File: src/rtl/rxq_pkg.sv
package rxq_pkg;

    localparam int unsigned WORD_W = 32;
    localparam int unsigned SLOTS  = 3;
    localparam int unsigned CNT_W  = $clog2(SLOTS + 1);
    localparam int unsigned PTR_W  = $clog2(SLOTS);

    typedef struct packed {
        logic [WORD_W-1:0] id;
        logic [WORD_W-1:0] len;
        logic [WORD_W-1:0] dlo;
        logic [WORD_W-1:0] dhi;
    } msg_t;

    typedef enum logic [CNT_W-1:0] {
        OCC_EMPTY = 2'd0,
        OCC_ONE   = 2'd1,
        OCC_TWO   = 2'd2,
        OCC_FULL  = 2'd3
    } occ_e;

endpackage

File: src/rtl/rxq_occ_fsm.sv
module rxq_occ_fsm
    import rxq_pkg::*;
(
    input  logic clk,
    input  logic rst_n,
    input  logic rx_acc,
    input  logic rel_req,
    input  logic lock_mode,
    output occ_e state_q,
    output logic push,
    output logic pop,
    output logic overwrite,
    output logic overflow
);

    occ_e state_d;

    // Action decode for the current state.
    always_comb begin
        push      = 1'b0;
        pop       = 1'b0;
        overwrite = 1'b0;
        overflow  = 1'b0;
        unique case (state_q)
            OCC_EMPTY: begin
                push = rx_acc;
            end
            OCC_ONE, OCC_TWO: begin
                push = rx_acc;
                pop  = rel_req;
            end
            OCC_FULL: begin
                pop       = rel_req;
                push      = rx_acc && (rel_req || !lock_mode);
                overwrite = rx_acc && !rel_req && !lock_mode;
                overflow  = rx_acc && !rel_req;
            end
            default: begin
                push = 1'b0;
            end
        endcase
    end

    // Next-state selection from the decoded actions.
    always_comb begin
        state_d = state_q;
        unique case (state_q)
            OCC_EMPTY: if (push)               state_d = OCC_ONE;
            OCC_ONE:   if (push && !pop)       state_d = OCC_TWO;
                       else if (pop && !push)  state_d = OCC_EMPTY;
            OCC_TWO:   if (push && !pop)       state_d = OCC_FULL;
                       else if (pop && !push)  state_d = OCC_ONE;
            OCC_FULL:  if (pop && !push)       state_d = OCC_TWO;
            default:                           state_d = OCC_EMPTY;
        endcase
    end

    always_ff @(posedge clk) begin
        if (!rst_n) state_q <= OCC_EMPTY;
        else        state_q <= state_d;
    end

endmodule

File: src/rtl/rxq_slot_store.sv
module rxq_slot_store
    import rxq_pkg::*;
(
    input  logic             clk,
    input  logic             rst_n,
    input  logic             push,
    input  logic             pop,
    input  logic             overwrite,
    input  logic [CNT_W-1:0] count,
    input  msg_t             wr_msg,
    output msg_t             head_msg
);

    msg_t             slots [SLOTS];
    logic [PTR_W-1:0] head_q;
    logic [PTR_W-1:0] wr_idx;
    logic [CNT_W-1:0] wr_off;
    logic [SLOTS-1:0] slot_we;

    function automatic logic [PTR_W-1:0] ring_add(logic [PTR_W-1:0] base,
                                                  logic [CNT_W-1:0] off);
        int unsigned sum;
        sum = int'(base) + int'(off);
        if (sum >= SLOTS) sum = sum - SLOTS;
        return PTR_W'(sum);
    endfunction

    // Overwrite targets the newest slot; a plain push targets the tail.
    assign wr_off = overwrite ? (count - CNT_W'(1)) : count;
    assign wr_idx = ring_add(head_q, wr_off);

    for (genvar g = 0; g < SLOTS; g++) begin : g_we
        assign slot_we[g] = push && (wr_idx == PTR_W'(g));
    end

    always_ff @(posedge clk) begin
        if (!rst_n) begin
            for (int i = 0; i < SLOTS; i++) slots[i] <= '0;
        end else begin
            for (int i = 0; i < SLOTS; i++) begin
                if (slot_we[i]) slots[i] <= wr_msg;
            end
        end
    end

    always_ff @(posedge clk) begin
        if (!rst_n)   head_q <= '0;
        else if (pop) head_q <= ring_add(head_q, CNT_W'(1));
    end

    assign head_msg = slots[head_q];

endmodule

File: src/rtl/rxq_ovr_flag.sv
module rxq_ovr_flag (
    input  logic clk,
    input  logic rst_n,
    input  logic set_evt,
    input  logic clr_req,
    output logic flag_q
);

    always_ff @(posedge clk) begin
        if (!rst_n)       flag_q <= 1'b0;
        else if (set_evt) flag_q <= 1'b1;
        else if (clr_req) flag_q <= 1'b0;
    end

endmodule

File: src/rtl/msg_rx_queue.sv
module msg_rx_queue
    import rxq_pkg::*;
(
    input  logic              clk,
    input  logic              rst_n,
    input  logic              lock_mode,
    input  logic              wr_en,
    input  logic [WORD_W-1:0] wr_id,
    input  logic [WORD_W-1:0] wr_len,
    input  logic [WORD_W-1:0] wr_dlo,
    input  logic [WORD_W-1:0] wr_dhi,
    input  logic              rel_req,
    input  logic              ovr_clr,
    output logic [CNT_W-1:0]  pend_cnt,
    output logic              full_flag,
    output logic              ovr_flag,
    output logic [WORD_W-1:0] mb_id,
    output logic [WORD_W-1:0] mb_len,
    output logic [WORD_W-1:0] mb_dlo,
    output logic [WORD_W-1:0] mb_dhi
);

    occ_e state_q;
    logic push, pop, overwrite, overflow;
    msg_t wr_msg, head_msg;

    assign wr_msg = '{id: wr_id, len: wr_len, dlo: wr_dlo, dhi: wr_dhi};

    rxq_occ_fsm u_fsm (
        .clk       (clk),
        .rst_n     (rst_n),
        .rx_acc    (wr_en),
        .rel_req   (rel_req),
        .lock_mode (lock_mode),
        .state_q   (state_q),
        .push      (push),
        .pop       (pop),
        .overwrite (overwrite),
        .overflow  (overflow)
    );

    rxq_slot_store u_store (
        .clk       (clk),
        .rst_n     (rst_n),
        .push      (push),
        .pop       (pop),
        .overwrite (overwrite),
        .count     (CNT_W'(state_q)),
        .wr_msg    (wr_msg),
        .head_msg  (head_msg)
    );

    rxq_ovr_flag u_ovr (
        .clk     (clk),
        .rst_n   (rst_n),
        .set_evt (overflow),
        .clr_req (ovr_clr),
        .flag_q  (ovr_flag)
    );

    assign pend_cnt  = CNT_W'(state_q);
    assign full_flag = (state_q == OCC_FULL);
    assign mb_id     = head_msg.id;
    assign mb_len    = head_msg.len;
    assign mb_dlo    = head_msg.dlo;
    assign mb_dhi    = head_msg.dhi;

endmodule

File: config.mk
export PLATFORM = sky130hd
export DESIGN_NAME = msg_rx_queue
export DESIGN_NICKNAME = d
export VERILOG_FILES = /design/src/rtl/rxq_pkg.sv /design/src/rtl/rxq_occ_fsm.sv /design/src/rtl/rxq_slot_store.sv /design/src/rtl/rxq_ovr_flag.sv /design/src/rtl/msg_rx_queue.sv
export SDC_FILE = /design/constraint.sdc
export NUM_CORES = 1
export LEC_CHECK = 0
export ABC_AREA = 1
export CAP_MARGIN = 20
export CORE_AREA = 3 3 194 196
export DETAILED_ROUTE_END_ITERATION = 12
export DIE_AREA = 0 0 197 199
export PLACE_DENSITY = 0.7
export SLEW_MARGIN = 0
export SYNTH_ARGS = -nofsm -noshare
export SYNTH_HDL_FRONTEND = slang
export SYNTH_HIERARCHICAL = 1
export SYNTH_SLANG_ARGS = --single-unit
File: constraint.sdc
create_clock -name clk -period 8.6 [get_ports clk]
set_clock_uncertainty 0.2 [all_clocks]
set_input_delay 1.72 -clock clk [delete_from_list [all_inputs] [get_ports clk]]
set_output_delay 1.72 -clock clk [all_outputs]
set_load 0.005 [all_outputs]
==> impl_metrics.tcl <==
set metrics [dict create \
    max_cap_viol_count 0 \
    setup_viol 0 \
    grt_overflow_total 0 \
    grt_first_pass_wirelength_um 58100 \
    finalHoldViolCount 0 \
    slew_headroom_pct 33.6 \
    total_power_mw 4.92 \
    holdPathStages 2 \
    wl_per_cell_um 18.6 \
    cts_buffer_depth 3 \
    critPathSlowestCell "nand2_4" \
    r2r_end "u_store/slots[2][78]" \
    hp-start "u_ovr/flag_q" \
    ys_ff_latch 391 \
    row_count 70 \
    clk_pin_slew_ns 0.06 \
    r2r_slack_ns 4.09 \
    cp_common_cell "nand2_1" \
    slew_violations 0 \
    die_w_um 197 \
    setup_tns_ns 0 \
    routabilityCongestion 0.814 \
    fmax_mhz 177 \
    coreArea_um2 36300 \
    io_pins 266 \
    yosysSeqAreaShare_pct 70.4 \
    cts-hold-fix-buffers 0 \
    cts_resized 0 \
    via_per_inst 5.08 \
    drc 0 \
    cp-end-kind "flop" \
    grt.total_usage_pct 19.2 \
    cts.sinks 391 \
    fp.dieH_um 199 \
    leakage_nw 8.01 \
    rr_worst_depth 14 \
    port-buffer-count 265 \
    cp_max_fo 69 \
    hold_path.class "reg -> reg" \
    post_cts_buffers 0 \
    powerDensity_nw_per_um2 238 \
    wirelength_um 38400 \
    dr.pass1.iters 5 \
    fillers 2969 \
    areaGrowthSynthToFinish_pct 25.1 \
    clk_latency_ns 0.52 \
    drt_iter0_markers 781 \
    holdPathEnd "u_ovr/flag_q" \
    cts_tree "yes" \
    worstPathArrival_ns 5.62 \
    status "finished, final reports clean" \
    syn_nets 1454 \
    yosysWarnings 6 \
    required_ns 8.57 \
    cts_made_buffers 40 \
    syn_area_um2 16600 \
    critPathLaunchType "primary input" \
    worst-setup-path-type "in -> reg" \
    worstMarginPinSlew_ns 0.996 \
    final_util_pct 57.2 \
    grt_max_degree 77 \
    avgSynthCellArea_um2 12.6 \
    ir_drop_mv 0.139 \
    dr_total_vias 10500 \
    fin_crit_ns 5.65 \
    postRouteAntennaNets 0 \
    start_util_pct 45.7 \
    final_nets 1702 \
    die_area_um2 39200 \
    final.period_utilization_pct 65.7 \
    synthCells 1314 \
    worstPathCellList "clkdlybuf4s50_1 > inv_1 > nor4_1 > inv_1 > or2_2 > nand2_1 > ha_1 > fa_1 > ha_1 > nor2_4 > nand2_1 > nand2_1 > nand3_1 > nand2_4 > buf_12" \
    regToRegStartpoint "u_fsm/state_q[0]" \
    grt_pass1_vias 10600 \
    max_stage_delay_ns 0.71 \
    antenna_found_initial 1 \
    hpwlAfterDp_um 21800 \
    htree_levels 2 \
    synth_cell_type_count 26 \
    cts_root_buf "clkbuf_16" \
    drive_gt1_share_pct 11.4 \
    rsz0062_at_grt "false" \
]
synthesized netlist by cell type:
cell | count | area (um2)
xnor2_1 | 1 | 8.76
nor4_1 | 1 | 6.26
a21oi_1 | 258 | 1290
nand4_2 | 1 | 12.5
buf_12 | 11 | 220
nor3_1 | 1 | 5.00
o21ai_2 | 1 | 8.76
o21bai_1 | 1 | 7.51
a21oi_2 | 2 | 17.5
buf_6 | 3 | 33.8
dfxtp_1 | 7 | 140
edfxtp_1 | 384 | 11500
nand2_2 | 4 | 25.0
nor2_1 | 161 | 604
buf_1 | 4 | 15.0
nand2_1 | 153 | 574
buf_2 | 21 | 105
or2_2 | 1 | 6.26
nand3_1 | 8 | 40.0
nor2_4 | 101 | 1140
ha_1 | 5 | 62.6
clkbuf_1 | 31 | 116
fa_1 | 1 | 20.0
inv_2 | 1 | 3.75
o21ai_0 | 3 | 15.0
inv_1 | 149 | 559
flip-flops by register name, indices dropped and copies added (netlist names), named ones only:
| signal | flops |
|---|---|
| u_store/head_q | 2 |
| u_store/slots | 384 |
| u_fsm/state_q | 2 |
| u_ovr/flag_q | 1 |
through the flow:
| stage | setup WS [ns] | std cells | instance area, um2 | hold slack [ns] |
|---|---|---|---|---|
| 2_1_floorplan | 1.52 | 1314 | 16600 | 0.261 |
| 3_3_place_gp | 2.47 | 1988 | 19500 | 0.264 |
| 3_5_place_dp | 2.43 | 1988 | 19500 | 0.261 |
| 4_1_cts | 2.94 | 2062 | 20700 | 0.270 |
| 5_1_grt | 2.75 | 2063 | 20700 | 0.299 |
| 6_report | 2.95 | 2063 | 20700 | 0.271 |
logic make-up after synthesis:
family,after synthesis,synth area share (%)
simple gates,431,14.6
flops,391,70.4
compound gates,265,8.09
buf+inv,220,6.36
fa+ha+maj,6,0.498
xor+xnor,1,0.0529
worst max-delay path by stage:
stage | start | endpoint | slack, ns | depth (start not counted)
final | wr_en | u_store/slots[2][78] | 2.95 | 15
after floorplan | lock_mode | u_store/slots[0][0] | 1.52 | 13
after global placement | wr_en | u_store/slots[1][78] | 2.47 | 15
after CTS | flop | mb_dlo[27] | 2.94 | 5
after global routing | wr_en | u_store/slots[2][113] | 2.75 | 15
after detailed placement | wr_en | u_store/slots[2][97] | 2.43 | 15
worst max-delay path: cells and delay by family:
kind                       cells  cell delay [ns]
adders and majority gates      3             0.93
buffers and inverters          4             1.13
and+or+nand+nor                8             1.78
layout make-up:
type                    instances  area, um2  area share (%)
diodes                          1       2.50          0.0121
inverters                     150        568            2.74
flip-flops and latches        391      11700            56.3
well taps                     468        586            2.82
clock inverters                22        180           0.869
repair buffers                276       2770            13.4
multi-input cells             703       3880            18.7
clock buffers                  52       1070            5.15
placed cells by master (no fill, tap or decap), types with 2 or more instances in the layout:
cell,count
edfxtp_1,384
dfxtp_1,5
clkinv_2,7
buf_12,3
clkbuf_1,11
nand2_2,3
a21oi_1,258
ha_1,5
clkbuf_16,41
inv_6,2
bufinv_16,3
inv_1,147
a21oi_2,2
nor2_4,101
buf_4,8
clkinv_1,10
inv_4,2
o21ai_0,3
nand2_4,3
nor2_1,161
nand2_1,150
dfxtp_4,2
nand3_1,8
clkdlybuf4s50_1,265
where the power goes:
group	total (mW)	internal (mW)	switching [mW]
combinational	0.875	0.407	0.467
clock	1.64	0.966	0.675
sequential	2.41	2.34	0.0702
total	4.92	3.71	1.21
metal layers:
| layer | share of wire, % | up-vias | GRT usage (%) |
|---|---|---|---|
| li1 | - | 4963 | - |
| met1 | 41 | 5071 | 25.4 |
| met2 | 49 | 382 | 32.5 |
| met3 | 7.2 | 57 | 3.66 |
| met4 | 2.5 | 0 | 5.57 |
| met5 | 0 | - | 0 |
Note: power is estimated with default switching activity, not from simulation.
